$ cat config.mk
export PLATFORM = sky130hd
export DESIGN_NAME = tx_ring_walker
export DESIGN_NICKNAME = d
export VERILOG_FILES = /design/src/rtl/tx_ring_pkg.sv /design/src/rtl/txr_cfg.sv /design/src/rtl/txr_clip.sv /design/src/rtl/txr_lane.sv /design/src/rtl/txr_walk.sv /design/src/rtl/tx_ring_walker.sv
export SDC_FILE = /design/constraint.sdc
export NUM_CORES = 1
export LEC_CHECK = 0
export BUFFER_PORTS_ARGS = -buffer_cell sky130_fd_sc_hd__buf_2
export CORE_AREA = 2 2 181 183
export DETAILED_ROUTE_END_ITERATION = 8
export DIE_AREA = 0 0 183 185
export PLACE_DENSITY_LB_ADDON = 0.15
export SLEW_MARGIN = 0
export SYNTH_ARGS = -nofsm -noshare
export SYNTH_HDL_FRONTEND = slang
export SYNTH_HIERARCHICAL = 1
export SYNTH_SLANG_ARGS = --single-unit
$ cat constraint.sdc
create_clock -name clk -period 7.6 [get_ports clk]
set_input_delay 1.52 -clock clk [delete_from_list [all_inputs] [get_ports clk]]
set_output_delay 1.52 -clock clk [all_outputs]
set_load 0.01 [all_outputs]
$ cat src/rtl/tx_ring_pkg.sv
package tx_ring_pkg;
  localparam int TXR_FLG_READY = 15;
  localparam int TXR_FLG_WRAP  = 13;
  localparam int TXR_FLG_LAST  = 11;
  localparam int TXR_CTRL_EN   = 1;

  localparam logic [9:0] TXR_OFS_KICK = 10'h014;
  localparam logic [9:0] TXR_OFS_CTRL = 10'h024;
  localparam logic [9:0] TXR_OFS_RING = 10'h184;

  typedef enum logic [3:0] {
    S_IDLE,
    S_D0_REQ,
    S_D0_RSP,
    S_D1_REQ,
    S_D1_RSP,
    S_B_REQ,
    S_B_RSP,
    S_B_OUT,
    S_WB
  } walk_st_t;
endpackage

$ cat src/rtl/txr_cfg.sv
module txr_cfg
  import tx_ring_pkg::*;
#(
  parameter int REG_AW = 10
) (
  input  logic              clk,
  input  logic              rst_n,
  input  logic              we,
  input  logic [REG_AW-1:0] addr,
  input  logic [31:0]       wdata,
  input  logic              take,
  output logic [31:0]       rdata,
  output logic [31:0]       ring_base,
  output logic              ptr_load,
  output logic [31:0]       ptr_val,
  output logic              kick_pend
);
  logic        en_q;
  logic        pend_q;
  logic [31:0] ring_q;
  logic        wr_kick, wr_ctrl, wr_ring;

  assign wr_kick  = we && (addr == REG_AW'(TXR_OFS_KICK));
  assign wr_ctrl  = we && (addr == REG_AW'(TXR_OFS_CTRL));
  assign wr_ring  = we && (addr == REG_AW'(TXR_OFS_RING));

  assign ptr_load  = wr_ring;
  assign ptr_val   = {wdata[31:2], 2'b00};
  assign ring_base = ring_q;
  assign kick_pend = pend_q;

  always_ff @(posedge clk or negedge rst_n) begin
    if (!rst_n) begin
      en_q   <= 1'b0;
      pend_q <= 1'b0;
      ring_q <= '0;
    end else begin
      if (wr_ctrl) en_q <= wdata[TXR_CTRL_EN];
      if (wr_ring) ring_q <= {wdata[31:2], 2'b00};
      if (wr_kick && en_q)                      pend_q <= 1'b1;
      else if (wr_ctrl && !wdata[TXR_CTRL_EN])  pend_q <= 1'b0;
      else if (take)                            pend_q <= 1'b0;
    end
  end

  always_comb begin
    rdata = '0;
    if (addr == REG_AW'(TXR_OFS_CTRL))      rdata[TXR_CTRL_EN] = en_q;
    else if (addr == REG_AW'(TXR_OFS_RING)) rdata = ring_q;
  end

  AST_KICK_NEEDS_EN: assert property (@(posedge clk) disable iff (!rst_n)
    $rose(pend_q) |-> en_q);
endmodule

$ cat src/rtl/txr_clip.sv
module txr_clip #(
  parameter int MAX_FRAME = 2032,
  parameter int CNT_W     = $clog2(MAX_FRAME + 1)
) (
  input  logic [CNT_W-1:0] fcnt,
  input  logic [15:0]      len,
  output logic [15:0]      clip_len,
  output logic             babble
);
  localparam logic [15:0] MAXV = 16'(MAX_FRAME);
  logic [15:0] room;

  assign room     = MAXV - {{(16-CNT_W){1'b0}}, fcnt};
  assign babble   = len > room;
  assign clip_len = babble ? room : len;
endmodule

$ cat src/rtl/txr_lane.sv
module txr_lane (
  input  logic        clk,
  input  logic        rst_n,
  input  logic        load,
  input  logic [31:0] word,
  input  logic [1:0]  off,
  input  logic [2:0]  cnt,
  input  logic        last_in,
  input  logic        tx_ready,
  output logic        tx_valid,
  output logic [7:0]  tx_data,
  output logic        tx_last,
  output logic        idle
);
  logic [31:0] word_q;
  logic [1:0]  idx_q;
  logic [2:0]  left_q;
  logic        last_q;
  logic [7:0]  bytes [4];

  for (genvar g = 0; g < 4; g++) begin : g_byte
    assign bytes[g] = word_q[31-8*g -: 8];
  end

  assign tx_valid = (left_q != 3'd0);
  assign tx_data  = bytes[idx_q];
  assign tx_last  = last_q && (left_q == 3'd1);
  assign idle     = (left_q == 3'd0);

  always_ff @(posedge clk or negedge rst_n) begin
    if (!rst_n) begin
      word_q <= '0;
      idx_q  <= '0;
      left_q <= '0;
      last_q <= 1'b0;
    end else if (load) begin
      word_q <= word;
      idx_q  <= off;
      left_q <= cnt;
      last_q <= last_in;
    end else if (tx_valid && tx_ready) begin
      idx_q  <= idx_q + 2'd1;
      left_q <= left_q - 3'd1;
    end
  end

  AST_TX_STABLE: assert property (@(posedge clk) disable iff (!rst_n)
    tx_valid && !tx_ready |=> tx_valid && $stable(tx_data) && $stable(tx_last));
  AST_LOAD_WHEN_IDLE: assert property (@(posedge clk) disable iff (!rst_n)
    load |-> left_q == 3'd0);
endmodule

$ cat src/rtl/txr_walk.sv
module txr_walk
  import tx_ring_pkg::*;
#(
  parameter int MAX_FRAME = 2032,
  parameter int CNT_W     = $clog2(MAX_FRAME + 1)
) (
  input  logic        clk,
  input  logic        rst_n,
  input  logic        kick_pend,
  output logic        take,
  input  logic [31:0] ring_base,
  input  logic        ptr_load,
  input  logic [31:0] ptr_val,
  output logic        mem_req_valid,
  input  logic        mem_req_ready,
  output logic        mem_req_write,
  output logic [31:0] mem_req_addr,
  output logic [31:0] mem_req_wdata,
  input  logic        mem_rsp_valid,
  input  logic [31:0] mem_rsp_data,
  output logic        lane_load,
  output logic [31:0] lane_word,
  output logic [1:0]  lane_off,
  output logic [2:0]  lane_cnt,
  output logic        lane_last,
  input  logic        lane_idle,
  output logic        ev_buf_done,
  output logic        ev_frame_done,
  output logic        ev_babble,
  output logic        walking
);
  localparam logic [15:0] OWN_CLR = ~(16'h1 << TXR_FLG_READY);

  walk_st_t         st;
  logic [31:0]      ptr_q;
  logic [15:0]      flags_q;
  logic [15:0]      len_q;
  logic [15:0]      rem_q;
  logic [31:0]      baddr_q;
  logic [CNT_W-1:0] fcnt_q;
  logic             ev_buf_q, ev_frm_q, ev_bab_q;

  logic [15:0] clip_len;
  logic        clip_bab;
  logic [2:0]  head, nbytes;

  txr_clip #(.MAX_FRAME(MAX_FRAME), .CNT_W(CNT_W)) u_clip (
    .fcnt     (fcnt_q),
    .len      (len_q),
    .clip_len (clip_len),
    .babble   (clip_bab)
  );

  assign head   = 3'd4 - {1'b0, baddr_q[1:0]};
  assign nbytes = (rem_q < {13'd0, head}) ? rem_q[2:0] : head;

  assign take          = (st == S_IDLE) && kick_pend;
  assign walking       = (st != S_IDLE);
  assign mem_req_valid = (st == S_D0_REQ) || (st == S_D1_REQ) ||
                         (st == S_B_REQ) || (st == S_WB);
  assign mem_req_write = (st == S_WB);
  assign mem_req_wdata = {flags_q & OWN_CLR, len_q};

  always_comb begin
    case (st)
      S_D1_REQ: mem_req_addr = ptr_q + 32'd4;
      S_B_REQ:  mem_req_addr = {baddr_q[31:2], 2'b00};
      default:  mem_req_addr = ptr_q;
    endcase
  end

  assign lane_load = (st == S_B_RSP) && mem_rsp_valid;
  assign lane_word = mem_rsp_data;
  assign lane_off  = baddr_q[1:0];
  assign lane_cnt  = nbytes;
  assign lane_last = flags_q[TXR_FLG_LAST] && (rem_q == {13'd0, nbytes});

  assign ev_buf_done   = ev_buf_q;
  assign ev_frame_done = ev_frm_q;
  assign ev_babble     = ev_bab_q;

  always_ff @(posedge clk or negedge rst_n) begin
    if (!rst_n) begin
      st       <= S_IDLE;
      ptr_q    <= '0;
      flags_q  <= '0;
      len_q    <= '0;
      rem_q    <= '0;
      baddr_q  <= '0;
      fcnt_q   <= '0;
      ev_buf_q <= 1'b0;
      ev_frm_q <= 1'b0;
      ev_bab_q <= 1'b0;
    end else begin
      ev_buf_q <= 1'b0;
      ev_frm_q <= 1'b0;
      ev_bab_q <= 1'b0;
      case (st)
        S_IDLE:   if (kick_pend) st <= S_D0_REQ;
        S_D0_REQ: if (mem_req_ready) st <= S_D0_RSP;
        S_D0_RSP: if (mem_rsp_valid) begin
          flags_q <= mem_rsp_data[31:16];
          len_q   <= mem_rsp_data[15:0];
          st      <= mem_rsp_data[16+TXR_FLG_READY] ? S_D1_REQ : S_IDLE;
        end
        S_D1_REQ: if (mem_req_ready) st <= S_D1_RSP;
        S_D1_RSP: if (mem_rsp_valid) begin
          baddr_q  <= mem_rsp_data;
          rem_q    <= clip_len;
          ev_bab_q <= clip_bab;
          fcnt_q   <= fcnt_q + clip_len[CNT_W-1:0];
          st       <= (clip_len == 16'd0) ? S_WB : S_B_REQ;
        end
        S_B_REQ:  if (mem_req_ready) st <= S_B_RSP;
        S_B_RSP:  if (mem_rsp_valid) begin
          rem_q   <= rem_q - {13'd0, nbytes};
          baddr_q <= baddr_q + {29'd0, nbytes};
          st      <= S_B_OUT;
        end
        S_B_OUT:  if (lane_idle) st <= (rem_q == 16'd0) ? S_WB : S_B_REQ;
        S_WB:     if (mem_req_ready) begin
          ev_buf_q <= 1'b1;
          ev_frm_q <= flags_q[TXR_FLG_LAST];
          if (flags_q[TXR_FLG_LAST]) fcnt_q <= '0;
          ptr_q <= flags_q[TXR_FLG_WRAP] ? ring_base : ptr_q + 32'd8;
          st    <= S_D0_REQ;
        end
        default:  st <= S_IDLE;
      endcase
      if (ptr_load) ptr_q <= ptr_val;
    end
  end

  AST_REQ_HOLD: assert property (@(posedge clk) disable iff (!rst_n)
    mem_req_valid && !mem_req_ready && !ptr_load |=>
      mem_req_valid && $stable(mem_req_write) && $stable(mem_req_addr));
  AST_DESC_ALIGN: assert property (@(posedge clk) disable iff (!rst_n)
    mem_req_valid && (st != S_B_REQ) |-> mem_req_addr[1:0] == 2'b00);
  AST_FRAME_LIMIT: assert property (@(posedge clk) disable iff (!rst_n)
    fcnt_q <= CNT_W'(MAX_FRAME));
  AST_FRAME_HAS_BUF: assert property (@(posedge clk) disable iff (!rst_n)
    ev_frame_done |-> ev_buf_done);
endmodule

$ cat src/rtl/tx_ring_walker.sv
module tx_ring_walker
  import tx_ring_pkg::*;
#(
  parameter int MAX_FRAME = 2032,
  parameter int REG_AW    = 10
) (
  input  logic              clk,
  input  logic              rst_n,
  input  logic              cfg_we,
  input  logic [REG_AW-1:0] cfg_addr,
  input  logic [31:0]       cfg_wdata,
  output logic [31:0]       cfg_rdata,
  output logic              mem_req_valid,
  input  logic              mem_req_ready,
  output logic              mem_req_write,
  output logic [31:0]       mem_req_addr,
  output logic [31:0]       mem_req_wdata,
  input  logic              mem_rsp_valid,
  input  logic [31:0]       mem_rsp_data,
  output logic              tx_valid,
  input  logic              tx_ready,
  output logic [7:0]        tx_data,
  output logic              tx_last,
  output logic              ev_buf_done,
  output logic              ev_frame_done,
  output logic              ev_babble,
  output logic              busy
);
  localparam int CNT_W = $clog2(MAX_FRAME + 1);

  logic        take, kick_pend, ptr_load, walking;
  logic [31:0] ring_base, ptr_val;
  logic        lane_load, lane_last, lane_idle;
  logic [31:0] lane_word;
  logic [1:0]  lane_off;
  logic [2:0]  lane_cnt;

  txr_cfg #(.REG_AW(REG_AW)) u_cfg (
    .clk       (clk),
    .rst_n     (rst_n),
    .we        (cfg_we),
    .addr      (cfg_addr),
    .wdata     (cfg_wdata),
    .take      (take),
    .rdata     (cfg_rdata),
    .ring_base (ring_base),
    .ptr_load  (ptr_load),
    .ptr_val   (ptr_val),
    .kick_pend (kick_pend)
  );

  txr_walk #(.MAX_FRAME(MAX_FRAME), .CNT_W(CNT_W)) u_walk (
    .clk           (clk),
    .rst_n         (rst_n),
    .kick_pend     (kick_pend),
    .take          (take),
    .ring_base     (ring_base),
    .ptr_load      (ptr_load),
    .ptr_val       (ptr_val),
    .mem_req_valid (mem_req_valid),
    .mem_req_ready (mem_req_ready),
    .mem_req_write (mem_req_write),
    .mem_req_addr  (mem_req_addr),
    .mem_req_wdata (mem_req_wdata),
    .mem_rsp_valid (mem_rsp_valid),
    .mem_rsp_data  (mem_rsp_data),
    .lane_load     (lane_load),
    .lane_word     (lane_word),
    .lane_off      (lane_off),
    .lane_cnt      (lane_cnt),
    .lane_last     (lane_last),
    .lane_idle     (lane_idle),
    .ev_buf_done   (ev_buf_done),
    .ev_frame_done (ev_frame_done),
    .ev_babble     (ev_babble),
    .walking       (walking)
  );

  txr_lane u_lane (
    .clk      (clk),
    .rst_n    (rst_n),
    .load     (lane_load),
    .word     (lane_word),
    .off      (lane_off),
    .cnt      (lane_cnt),
    .last_in  (lane_last),
    .tx_ready (tx_ready),
    .tx_valid (tx_valid),
    .tx_data  (tx_data),
    .tx_last  (tx_last),
    .idle     (lane_idle)
  );

  assign busy = walking || kick_pend;

  AST_IDLE_QUIET: assert property (@(posedge clk) disable iff (!rst_n)
    !busy |-> !mem_req_valid && !tx_valid);
endmodule

==> run metrics <==
Pre-antenna DRT Iters 6; post-CTS setup buffer count 0; placed instance count around 2k; overall routing resource usage a little over a quarter; Syn Inst Count between 1.5k and 2k; WP data arrival 6.03 ns; crit path buf inv count 1; First DRT Iteration DRCs 1,145; Adder-Cell Fraction of Synth Area approximately 3.7%; Worst-path clk slew ~0.080 ns; LEAKAGE 6.941 nW; Mapped Area roughly 14,000 um2; compound-gate portion of the synthesized area between 10% and 20%; post-route ant nets 0; Vias per Instance about 6; crit path launch u_walk/fcnt_q[0]$_DFFE_PN0P_; # port buffers ~190; ANT cells 0; sequential share of the synthesized area between 30% and 40%; share of cells above drive strength 1 a little under a quarter; worst-margin pin slew ~1.2 ns; clk sinks between 150 and 200; Routability Congestion around 0.95; largest net degree at the start of global routing between 100 and 150; Storage cell area approximately 5000 um2; worst stage delay on the critical path ~0.70 ns; top_reg_cell synth dfrtp_1; Crit-path slowest cell o41ai_1; first-pass GRT wire length 68,570 um; Die X about 180 um; HPWL Detailed ~32,000 um; Detailed Route WL 44,540 um; nets between 1.5k and 2k; vias in the first global route approximately 11k; max cap viols 0; Area Growth Syn to Fin 9.198%; Worst slew margin 20.01%; R2R Setup Slk around 1.9 ns; Layout fillers 3,159; area post-placement 14,460 um2; largest family of logic cells by synthesized area simple AND/OR/NAND/NOR gates; min-delay worst type reg2reg; Max Slew Vio Count 0; Final Hold Viols 0; total gr overflow 0; post-synthesis mux area share around an eighth; crit path kind reg2reg; Final setup viols 0; core area 32,040 um2; Post-synth EDFFs 0; CP max FO 17; FF-to-FF End u_walk/fcnt_q[10]$_DFFE_PN0P_; CTS tree yes; Num CTS Buffers 17; CP delay by family, top compound AO/OA/AOI/OAI gates; fmax around 180 MHz; H-tree levels 4; CP endpoint kind flip-flop; WP data required ~7.9 ns; Pwr Density slightly below 400 nW/um2; total power about 0.006 W; Die Y about 190 um; post_cts resized 0; synth warn 6; Initial Utilization 43.09%; # rows 66; crit start category flip-flop; Setup Total Neg Slack 0 ns; Post-Layout Cell Count approximately 2k; cells on worst reg2reg path 19; worst vdd ir 194.0 uV; status completed; Mean Syn Cell Area between 9 and 10 um2; initial antenna violation count 0; root buf cell clkbuf_16; Residual DRC 0; Max clock buf depth 2; xor and xnor fraction of the mapped netlist area under 10%; hold slack ~0.50 ns; CP Capture Point u_walk/fcnt_q[10]$_DFFE_PN0P_; Tmin final around 5.7 ns; Worst Clk Skew around 0.014 ns; drt wl/cell around 22 um; Multi-input gate area around 7700 um2; crit share post-route between 70 and 80%; synth unique cells between 80 and 90; Simple-Gate Fraction of Synth Area about 20%; Die Area approximately 34,000 um2; flops & latches, synth between 150 and 200; reg2reg start u_walk/fcnt_q[0]$_DFFE_PN0P_; RSZ-0062 raised after global routing false; hold_buf cts 0; vias post-DR 12.12k; Crit path depth 19; asr flop ratio synth 100.0%; worst skew pair latency 0.47 ns; Layout Cell Area excl Fill between 15,000 and 20,000 um2; num ports approximately 190; Critical Path, Cell by Cell o41ai_1 > nor2_1 > and3_1 > xor2_1 > ha_1 > nand4_1 > a2111o_1 > a31oi_4 > mux2i_1 > ha_1 > inv_1 > fa_1 > nor2b_1 > o21ai_0 > a31oi_1 > mux2i_1 > nand3_1 > a21oi_1 > a31oi_1
-- cells in the mapped netlist (13+ instances only) --
cell	number	area share, %
mux2i_1	34	2.5
nand2_1	194	5.3
o21ai_0	96	3.5
buf_4	71	3.9
mux2_2	68	5.5
a221o_1	14	1.0
o311ai_0	22	1.4
and3_1	33	1.5
ha_1	39	3.5
mux2_4	29	3.2
nor4_1	16	0.72
nand4_1	27	1.2
nor3_1	39	1.4
a31oi_1	24	1.1
inv_1	53	1.4
o22ai_1	13	0.59
and2_1	36	1.6
dfrtp_1	199	36
nor2_1	88	2.4
clkbuf_1	61	1.7
nand3_1	51	1.8
a21oi_1	77	2.8
-- sequential cells by signal, summed over array words and instances, names as in the netlist, 2 cells and up --
signal           flops
u_walk/len_q        16
u_walk/rem_q        16
u_lane/idx_q         2
u_walk/ptr_q        32
u_lane/left_q        3
u_walk/st            4
u_lane/bytes        32
u_walk/flags_q      15
u_cfg/ring_base     30
u_walk/baddr_q      32
u_walk/fcnt_q       11
-- power by group --
group	switching, W	total (W)	leakage, nW	internal [W]
Combinational	0.00174	0.00300	4.14	0.00126
Clock	0.000501	0.000957	0.294	0.000456
Sequential	0.000481	0.00189	2.51	0.00141
Total	0.00272	0.00585	6.94	0.00313
-- worst min-delay path by stage --
| stage | depth (start not counted) | endpoint | slack [ns] | startpoint |
|---|---|---|---|---|
| finish | 1 | u_lane/bytes[9]$_DFFE_PN0P_ | 0.50 | u_lane/bytes[9]$_DFFE_PN0P_ |
| global route | 1 | u_lane/bytes[11]$_DFFE_PN0P_ | 0.52 | u_lane/bytes[11]$_DFFE_PN0P_ |
| CTS | 1 | u_lane/bytes[10]$_DFFE_PN0P_ | 0.51 | u_lane/bytes[10]$_DFFE_PN0P_ |
| detailed placement | 1 | u_walk/flags_q[10]$_DFFE_PN0P_ | 0.49 | u_walk/flags_q[10]$_DFFE_PN0P_ |
| global placement | 1 | u_lane/bytes[9]$_DFFE_PN0P_ | 0.48 | u_lane/bytes[9]$_DFFE_PN0P_ |
| floorplan | 1 | u_walk/baddr_q[20]$_DFFE_PN0P_ | 0.47 | u_walk/baddr_q[20]$_DFFE_PN0P_ |
-- stage by stage --
step | setup slack (ns) | util [%]
final | 1.910 | 47.06
after global routing | 1.532 | 47.06
after CTS | 1.993 | 47.06
after detailed placement | 2.018 | 45.14
after global placement | 2.088 | 45.14
after floorplan | 3.003 | -
-- layout make-up --
class / count / share of cell area [%]
Tap cell: 408 / 3.386
Multi-Input combinational cell: 1121 / 51.00
Clock buffer: 18 / 2.913
Timing Repair Buffer: 203 / 7.129
Inverter: 56 / 1.394
Sequential cell: 199 / 33.03
Clock inverter: 14 / 1.154
-- cell families after synthesis --
logic type	after synthesis
AND/OR/NAND/NOR	551
AO/OA/AOI/OAI	366
buffers and inverters	217
flip-flops	199
multiplexers	139
adder cells (fa/ha/maj)	40
XOR/XNOR	19
other	2
-- layout by cell type (no fill, tap or decap), types with 50 or more instances in the layout --
master / Yosys / routed
dfrtp_1: 199 / 199
nand2_1: 194 / 194
mux2_2: 68 / 68
nand3_1: 51 / 50
o21ai_0: 96 / 96
inv_1: 53 / 52
a21oi_1: 77 / 77
nor2_1: 88 / 87
buf_2: 5 / 187
-- per-layer routing --
metal	track usage, %	up-vias	share of wire (%)
li1	-	5664	-
met1	36.64	5950	45
met2	43.97	448	48
met3	3.421	53	5.4
met4	6.400	0	1.9
met5	0	-	0
(Power assumes the default switching activity.)
